**src/rtl/hpc_pkg.sv**
```systemverilog
package hpc_pkg;
    typedef enum logic [1:0] {
        PWR_DOWN = 2'd0,
        PWR_STBY = 2'd1,
        PWR_ACT  = 2'd2
    } pwr_state_e;
endpackage

```
**src/rtl/hpc_sync.sv**
```systemverilog
module hpc_sync #(
    parameter int WIDTH = 1
) (
    input  logic             clk,
    input  logic             rst_n,
    input  logic [WIDTH-1:0] async_in,
    output logic [WIDTH-1:0] sync_out
);
    logic [WIDTH-1:0] meta_d, meta_q, stab_d, stab_q;

    always_comb begin
        meta_d = async_in;
        stab_d = meta_q;
    end

    always_ff @(posedge clk or negedge rst_n) begin
        if (!rst_n) begin
            meta_q <= '0;
            stab_q <= '0;
        end else begin
            meta_q <= meta_d;
            stab_q <= stab_d;
        end
    end

    assign sync_out = stab_q;
endmodule

```
**src/rtl/hpc_qual.sv**
```systemverilog
module hpc_qual #(
    parameter int QUAL_W = 8
) (
    input  logic              clk,
    input  logic              rst_n,
    input  logic              cond,
    input  logic              clear,
    input  logic [QUAL_W-1:0] limit,
    output logic              hit
);
    localparam logic [QUAL_W-1:0] CNT_MAX = '1;

    logic [QUAL_W-1:0] cnt_d, cnt_q;
    logic [QUAL_W:0]   lim_eff, cnt_inc;

    always_comb begin
        lim_eff = (limit == '0) ? (QUAL_W+1)'(1) : {1'b0, limit};
        cnt_inc = {1'b0, cnt_q} + 1'b1;
        hit     = cond && (cnt_inc >= lim_eff);
        if (clear || !cond)
            cnt_d = '0;
        else if (cnt_q == CNT_MAX)
            cnt_d = cnt_q;
        else
            cnt_d = cnt_q + 1'b1;
    end

    always_ff @(posedge clk or negedge rst_n) begin
        if (!rst_n) cnt_q <= '0;
        else        cnt_q <= cnt_d;
    end

    // the run counter restarts whenever the qualifying condition drops
    p_run_restart_r6: assert property (@(posedge clk) disable iff (!rst_n)
        !cond |=> cnt_q == '0);
endmodule

```
**src/rtl/hpc_power_ctrl.sv**
```systemverilog
module hpc_power_ctrl
    import hpc_pkg::*;
#(
    parameter int NUM_LANES = 4,
    parameter int QUAL_W    = 8
) (
    input  logic                 clk,
    input  logic                 rst_n,
    input  logic                 host_pd,
    input  logic                 hpd_in,
    input  logic                 hpd_override,
    input  logic                 standby_dis,
    input  logic                 term_dis,
    input  logic                 ddc_en_cfg,
    input  logic [NUM_LANES-1:0] lane_en_cfg,
    input  logic [NUM_LANES-1:0] sigdet_in,
    input  logic [QUAL_W-1:0]    qual_cycles,
    output logic                 pd_status,
    output logic                 standby_status,
    output logic                 hpd_out,
    output logic [NUM_LANES-1:0] lane_en_out,
    output logic                 rx_term_en,
    output logic                 ddc_buf_en
);
    typedef struct packed {
        pwr_state_e           state;
        logic                 pd_stat;
        logic                 sb_stat;
        logic                 hpd_out;
        logic [NUM_LANES-1:0] lanes;
        logic                 term;
        logic                 ddc;
    } ctrl_t;

    logic                 hpd_s;
    logic [NUM_LANES-1:0] sd_s;
    logic                 any_sd, pd_req;
    logic                 qual_cond, qual_clear, qual_hit;
    ctrl_t                r_d, r_q;

    hpc_sync #(.WIDTH(1)) u_hpd_sync (
        .clk      (clk),
        .rst_n    (rst_n),
        .async_in (hpd_in),
        .sync_out (hpd_s)
    );

    hpc_sync #(.WIDTH(NUM_LANES)) u_sd_sync (
        .clk      (clk),
        .rst_n    (rst_n),
        .async_in (sigdet_in),
        .sync_out (sd_s)
    );

    always_comb begin
        any_sd    = |(sd_s & lane_en_cfg);
        pd_req    = host_pd || (!hpd_s && !hpd_override);
        qual_cond = ((r_q.state == PWR_STBY) && any_sd) ||
                    ((r_q.state == PWR_ACT) && !any_sd);
    end

    hpc_qual #(.QUAL_W(QUAL_W)) u_qual (
        .clk   (clk),
        .rst_n (rst_n),
        .cond  (qual_cond),
        .clear (qual_clear),
        .limit (qual_cycles),
        .hit   (qual_hit)
    );

    always_comb begin
        r_d = r_q;
        if (pd_req) begin
            r_d.state = PWR_DOWN;
        end else begin
            case (r_q.state)
                PWR_DOWN: r_d.state = standby_dis ? PWR_ACT : PWR_STBY;
                PWR_STBY: if (standby_dis || qual_hit) r_d.state = PWR_ACT;
                PWR_ACT:  if (!standby_dis && qual_hit) r_d.state = PWR_STBY;
                default:  r_d.state = PWR_DOWN;
            endcase
        end
        r_d.pd_stat = (r_d.state == PWR_DOWN);
        r_d.sb_stat = (r_d.state == PWR_STBY);
        r_d.hpd_out = hpd_s && !host_pd;
        r_d.lanes   = (r_d.state == PWR_ACT) ? lane_en_cfg : '0;
        r_d.term    = hpd_s && !term_dis;
        r_d.ddc     = ddc_en_cfg && hpd_s && !host_pd;
    end

    always_comb qual_clear = (r_d.state != r_q.state);

    always_ff @(posedge clk or negedge rst_n) begin
        if (!rst_n) begin
            r_q <= '{state: PWR_DOWN, pd_stat: 1'b1, sb_stat: 1'b0, hpd_out: 1'b0,
                     lanes: '0, term: 1'b0, ddc: 1'b0};
        end else begin
            r_q <= r_d;
        end
    end

    assign pd_status      = r_q.pd_stat;
    assign standby_status = r_q.sb_stat;
    assign hpd_out        = r_q.hpd_out;
    assign lane_en_out    = r_q.lanes;
    assign rx_term_en     = r_q.term;
    assign ddc_buf_en     = r_q.ddc;

    p_host_pd_r2: assert property (@(posedge clk) disable iff (!rst_n)
        host_pd |=> (pd_status && !hpd_out));

    p_hpd_low_r3: assert property (@(posedge clk) disable iff (!rst_n)
        (!hpd_s && !hpd_override) |=> pd_status);

    p_override_exit_r4: assert property (@(posedge clk) disable iff (!rst_n)
        (pd_status && !host_pd && hpd_override) |=> !pd_status);

    p_exit_target_r5: assert property (@(posedge clk) disable iff (!rst_n)
        $fell(pd_status) |-> (standby_status == !$past(standby_dis)));

    p_no_idle_wake_r6: assert property (@(posedge clk) disable iff (!rst_n)
        (standby_status && !any_sd && !standby_dis) |=> (lane_en_out == '0));

    p_no_standby_r7: assert property (@(posedge clk) disable iff (!rst_n)
        standby_dis |=> !standby_status);

    p_lanes_gated_r8: assert property (@(posedge clk) disable iff (!rst_n)
        (pd_status || standby_status) |-> (lane_en_out == '0));

    p_ddc_gate_r9: assert property (@(posedge clk) disable iff (!rst_n)
        (host_pd || !hpd_s) |=> !ddc_buf_en);

    p_status_excl_r11: assert property (@(posedge clk) disable iff (!rst_n)
        $onehot0({pd_status, standby_status}));
endmodule

```
**config.mk**
```make
export PLATFORM = sky130hd
export DESIGN_NAME = hpc_power_ctrl
export DESIGN_NICKNAME = d
export VERILOG_FILES = /design/src/rtl/hpc_pkg.sv /design/src/rtl/hpc_sync.sv /design/src/rtl/hpc_qual.sv /design/src/rtl/hpc_power_ctrl.sv
export SDC_FILE = /design/constraint.sdc
export NUM_CORES = 1
export LEC_CHECK = 0
export CORE_MARGIN = 4
export CORE_UTILIZATION = 39
export DETAILED_ROUTE_END_ITERATION = 8
export GPL_ROUTABILITY_DRIVEN = 0
export PLACE_DENSITY = 0.72
export RECOVER_POWER = 100
export SLEW_MARGIN = 5
export SYNTH_ARGS = -nofsm -noshare
export SYNTH_HDL_FRONTEND = slang
export SYNTH_SLANG_ARGS = --single-unit
```
**constraint.sdc**
```tcl
create_clock -name clk -period 2.4 [get_ports clk]
set_input_delay 0.48 -clock clk [delete_from_list [all_inputs] [get_ports clk]]
set_output_delay 0.48 -clock clk [all_outputs]
set_load 0.02 [all_outputs]
```
==> results.json <==
{
  "crit_fanout": 5,
  "placed_cell_area_sq_mm": 0.001916,
  "grt_setup_unrepaired": "true",
  "fillers": 254,
  "r2r_start": "u_qual.cnt_q[1]",
  "clkTransAtPathRegs_ns": 0.09,
  "die_y_microns": 67.86,
  "yosysSeqAreaShare_pct": 52.01,
  "p_comb_share_pct": 16.0,
  "num_vias": 1131,
  "ys_ff_latch": 29,
  "async_reset_ff_share_pct": 100.0,
  "switching_share_pct": 23.26,
  "vdd.ir_drop.worst_mv": 0.4333,
  "n_antenna_cell": 0,
  "track_usage_pct": 14.49,
  "drcViolationCount": 0,
  "r2r_slack_ns": -0.13,
  "final_hold_viol_count": 0,
  "fin_ws_ns": -0.1261,
  "clock_sinks": 29,
  "outcome": "complete, but fails checks",
  "p_int_w": 0.0008573,
  "final_max_slew_viol_count": 0,
  "synth_top_area_cell": "dfrtp_1",
  "syn_nets": 162,
  "cts_buffers": 5,
  "skew_ns": 0.009139,
  "die-area_sq_mm": 0.004605,
  "core-area_sq_mm": 0.003390,
  "synth.area.top_cells": "dfrtp_1, ha_1, nor3_1, nand2_1, xnor2_1",
  "io_pins": 33,
  "netlist_instances": 129,
  "wl_per_cell_microns": 12.96,
  "hold_start": "u_sd_sync.meta_q[3]",
  "required_ns": 2.60,
  "r2r-end": "standby_status",
  "finalCritPeriodShare_pct": 105.3,
  "avgSynthCellArea_sq_um": 10.83,
  "p_clk_share_pct": 36.3,
  "ant_nets": 0,
  "p_seq_share_pct": 47.7,
  "via_per_inst": 4.813,
  "drt_iter0_drc": 40,
  "clk_latency_ns": 0.32,
  "grt_start_max_net_pins": 30,
  "hold_class": "flip-flop to flip-flop",
  "p_leak_nw": 1.016,
  "p_total_w": 0.001117,
  "rows": 21,
  "firstDrtPassIters": 4,
  "synth_enable_flop_cells": 0,
  "antenna_found_initial": 0,
  "crit_path_start_kind": "flip-flop",
  "whs_ns": 0.3535,
  "drv_cap": 0,
  "port_buffers": 32,
  "nets": 221,
  "grt_pass1_wl_microns": 4857,
  "worstPathArrival_ns": 2.73,
  "min_to": "u_sd_sync.sync_out[3]",
  "cts_tree": "built",
  "crit_type": "flip-flop to flip-flop",
  "clockBufferDepth": 2,
  "root_buffer": "clkbuf_4",
  "ys.warnings.count": 0,
  "start_util_pct": 41.23,
  "reg2reg_depth": 11,
  "final_area_sq_mm": 0.002143,
  "fp.dieW_microns": 67.86,
  "slew_headroom_pct": 4.228,
  "drive_gt1_share_pct": 30.16,
  "hold_depth": 0,
  "fin_setup_tns_ns": -0.8994,
  "area_growth_syn_to_layout_pct": 53.36,
  "tightest_slew_ns": 1.437,
  "grt_pass1_vias": 1093,
  "htree_num_levels": 2,
  "final-setup-viol-count": 15,
  "synthDistinctLibCells": 39,
  "synth_top_area_share_pct": 50.13,
  "power_density_mw_per_mm2": 521.2,
  "hpwl_microns": 2403,
  "end_kind": "flip-flop",
  "grt_overflow": 0,
  "syn_area_sq_mm": 0.001398,
  "max_freq_mhz": 395.9,
  "layout_min_cycle_time_ns": 2.526,
  "p_switching_w": 0.0002598,
  "finalWirelength_microns": 3045,
  "violations": "negative setup slack",
  "ys_dominant_reg_cell": "dfrtp_1"
}
registers in the layout, indices dropped and copies added (netlist names):
| signal | cells |
|---|---|
| ddc_buf_en | 1 |
| hpd_out | 1 |
| lane_en_out | 4 |
| pd_status | 1 |
| r_q | 2 |
| rx_term_en | 1 |
| standby_status | 1 |
| u_hpd_sync.meta_q | 1 |
| u_hpd_sync.sync_out | 1 |
| u_qual.cnt_q | 8 |
| u_sd_sync.meta_q | 4 |
| u_sd_sync.sync_out | 4 |
worst max-delay path, stage by stage, from the launching register on:
cell	delay [ns]
dfrtp_1	0.41
buf_6	0.13
ha_4	0.16
nand3_4	0.08
nor2_4	0.04
xor2_2	0.18
ha_1	0.30
a21o_1	0.17
a221o_1	0.35
nor2_4	0.16
a21oi_2	0.08
or3_1	0.36
stage by stage:
| stage | util [%] | instances | setup slack [ns] |
|---|---|---|---|
| floorplan | - | 129 | -0.01034 |
| global placement | 56.52 | 222 | -0.2009 |
| detailed placement | 56.52 | 222 | -0.3493 |
| CTS | 63.01 | 235 | -0.1335 |
| global route | 63.23 | 235 | -0.2081 |
| finish | 63.23 | 235 | -0.1261 |
cells in the final DEF (no fill, tap or decap), types with 2 or more instances in the layout:
cell,synthesis,layout
or3_1,2,2
inv_1,7,7
ha_1,9,8
nor2_4,0,2
nor3_2,0,12
xor2_1,3,2
xnor2_1,4,3
clkbuf_4,0,5
nand4_1,2,2
buf_6,0,2
buf_4,4,21
o21ai_1,1,2
a21oi_1,4,2
clkdlybuf4s50_1,0,15
dfrtp_1,28,28
dlygate4sd3_1,0,17
nor2b_1,3,3
clkbuf_1,0,2
nand2_1,11,11
a21oi_2,1,3
nor2_1,8,7
a21o_1,2,2
a22oi_1,2,2
per-layer routing:
metal | vias up | routed length, microns | track usage, %
met1 | 534 | 1247 | 18.11
met5 | - | 0 | 0
met4 | 0 | 35 | 6.452
met2 | 19 | 1637 | 23.82
met3 | 4 | 125 | 3.448
li1 | 574 | - | -
cell families (layout without fill, tap and decap cells):
group,Yosys count,after routing,share of synthesized area [%]
AOI/OAI and AO/OA,19,19,9.758
xor gates and xnor gates,7,7,4.387
adders and majority gates,9,9,8.057
buffers and inverters,11,71,4.029
DFF,29,29,52.01
muxes,1,1,0.7162
and+or+nand+nor,53,53,21.04
power by group through the flow:
stage                     Clock (W)  Combinational [W]  Sequential [W]
after floorplan                   0          0.0000769        0.000548
after global placement            0           0.000170        0.000542
after detailed placement          0           0.000173        0.000544
after CTS                  0.000414           0.000189        0.000533
after global routing       0.000431           0.000196        0.000537
final                      0.000406           0.000178        0.000533
layout make-up:
cell class                      count  area, sq um  area share (%)
Clock buffer                        7        55.05           2.569
Sequential cell                    29        726.9           33.92
Clock inverter                      1        30.03           1.401
Tap cell                           46        57.56           2.685
Inverter                            7        26.28           1.226
Multi-Input combinational cell     89        743.2           34.68
Timing Repair Buffer               56        504.2           23.53
cell usage after synthesis (3+ instances only):
cell,count
dfrtp_1,28
nand2_1,11
a21oi_1,4
ha_1,9
nor2b_1,3
nor3_1,13
buf_4,4
inv_1,7
xnor2_1,4
xor2_1,3
nor2_1,8
what timing repair did:
item	CTS	global route
pin swaps	17	3
endpoints found under the setup margin	15	15
hold buffers	0	0
resized for setup	22	2
buffers inserted	5	0
worst max-delay path by stage:
stage / start / to / slack [ns] / depth (start not counted)
CTS: u_qual.cnt_q[1] / standby_status / -0.13 / 11
floorplan: u_qual.cnt_q[0] / r_q[9] / -0.01 / 10
global route: u_qual.cnt_q[1] / r_q[10] / -0.21 / 9
global placement: qual_cycles[5] / standby_status / -0.20 / 9
detailed placement: u_qual.cnt_q[1] / standby_status / -0.35 / 9
finish: u_qual.cnt_q[1] / standby_status / -0.13 / 11
No activity file was read; power rests on OpenSTA's default activity.
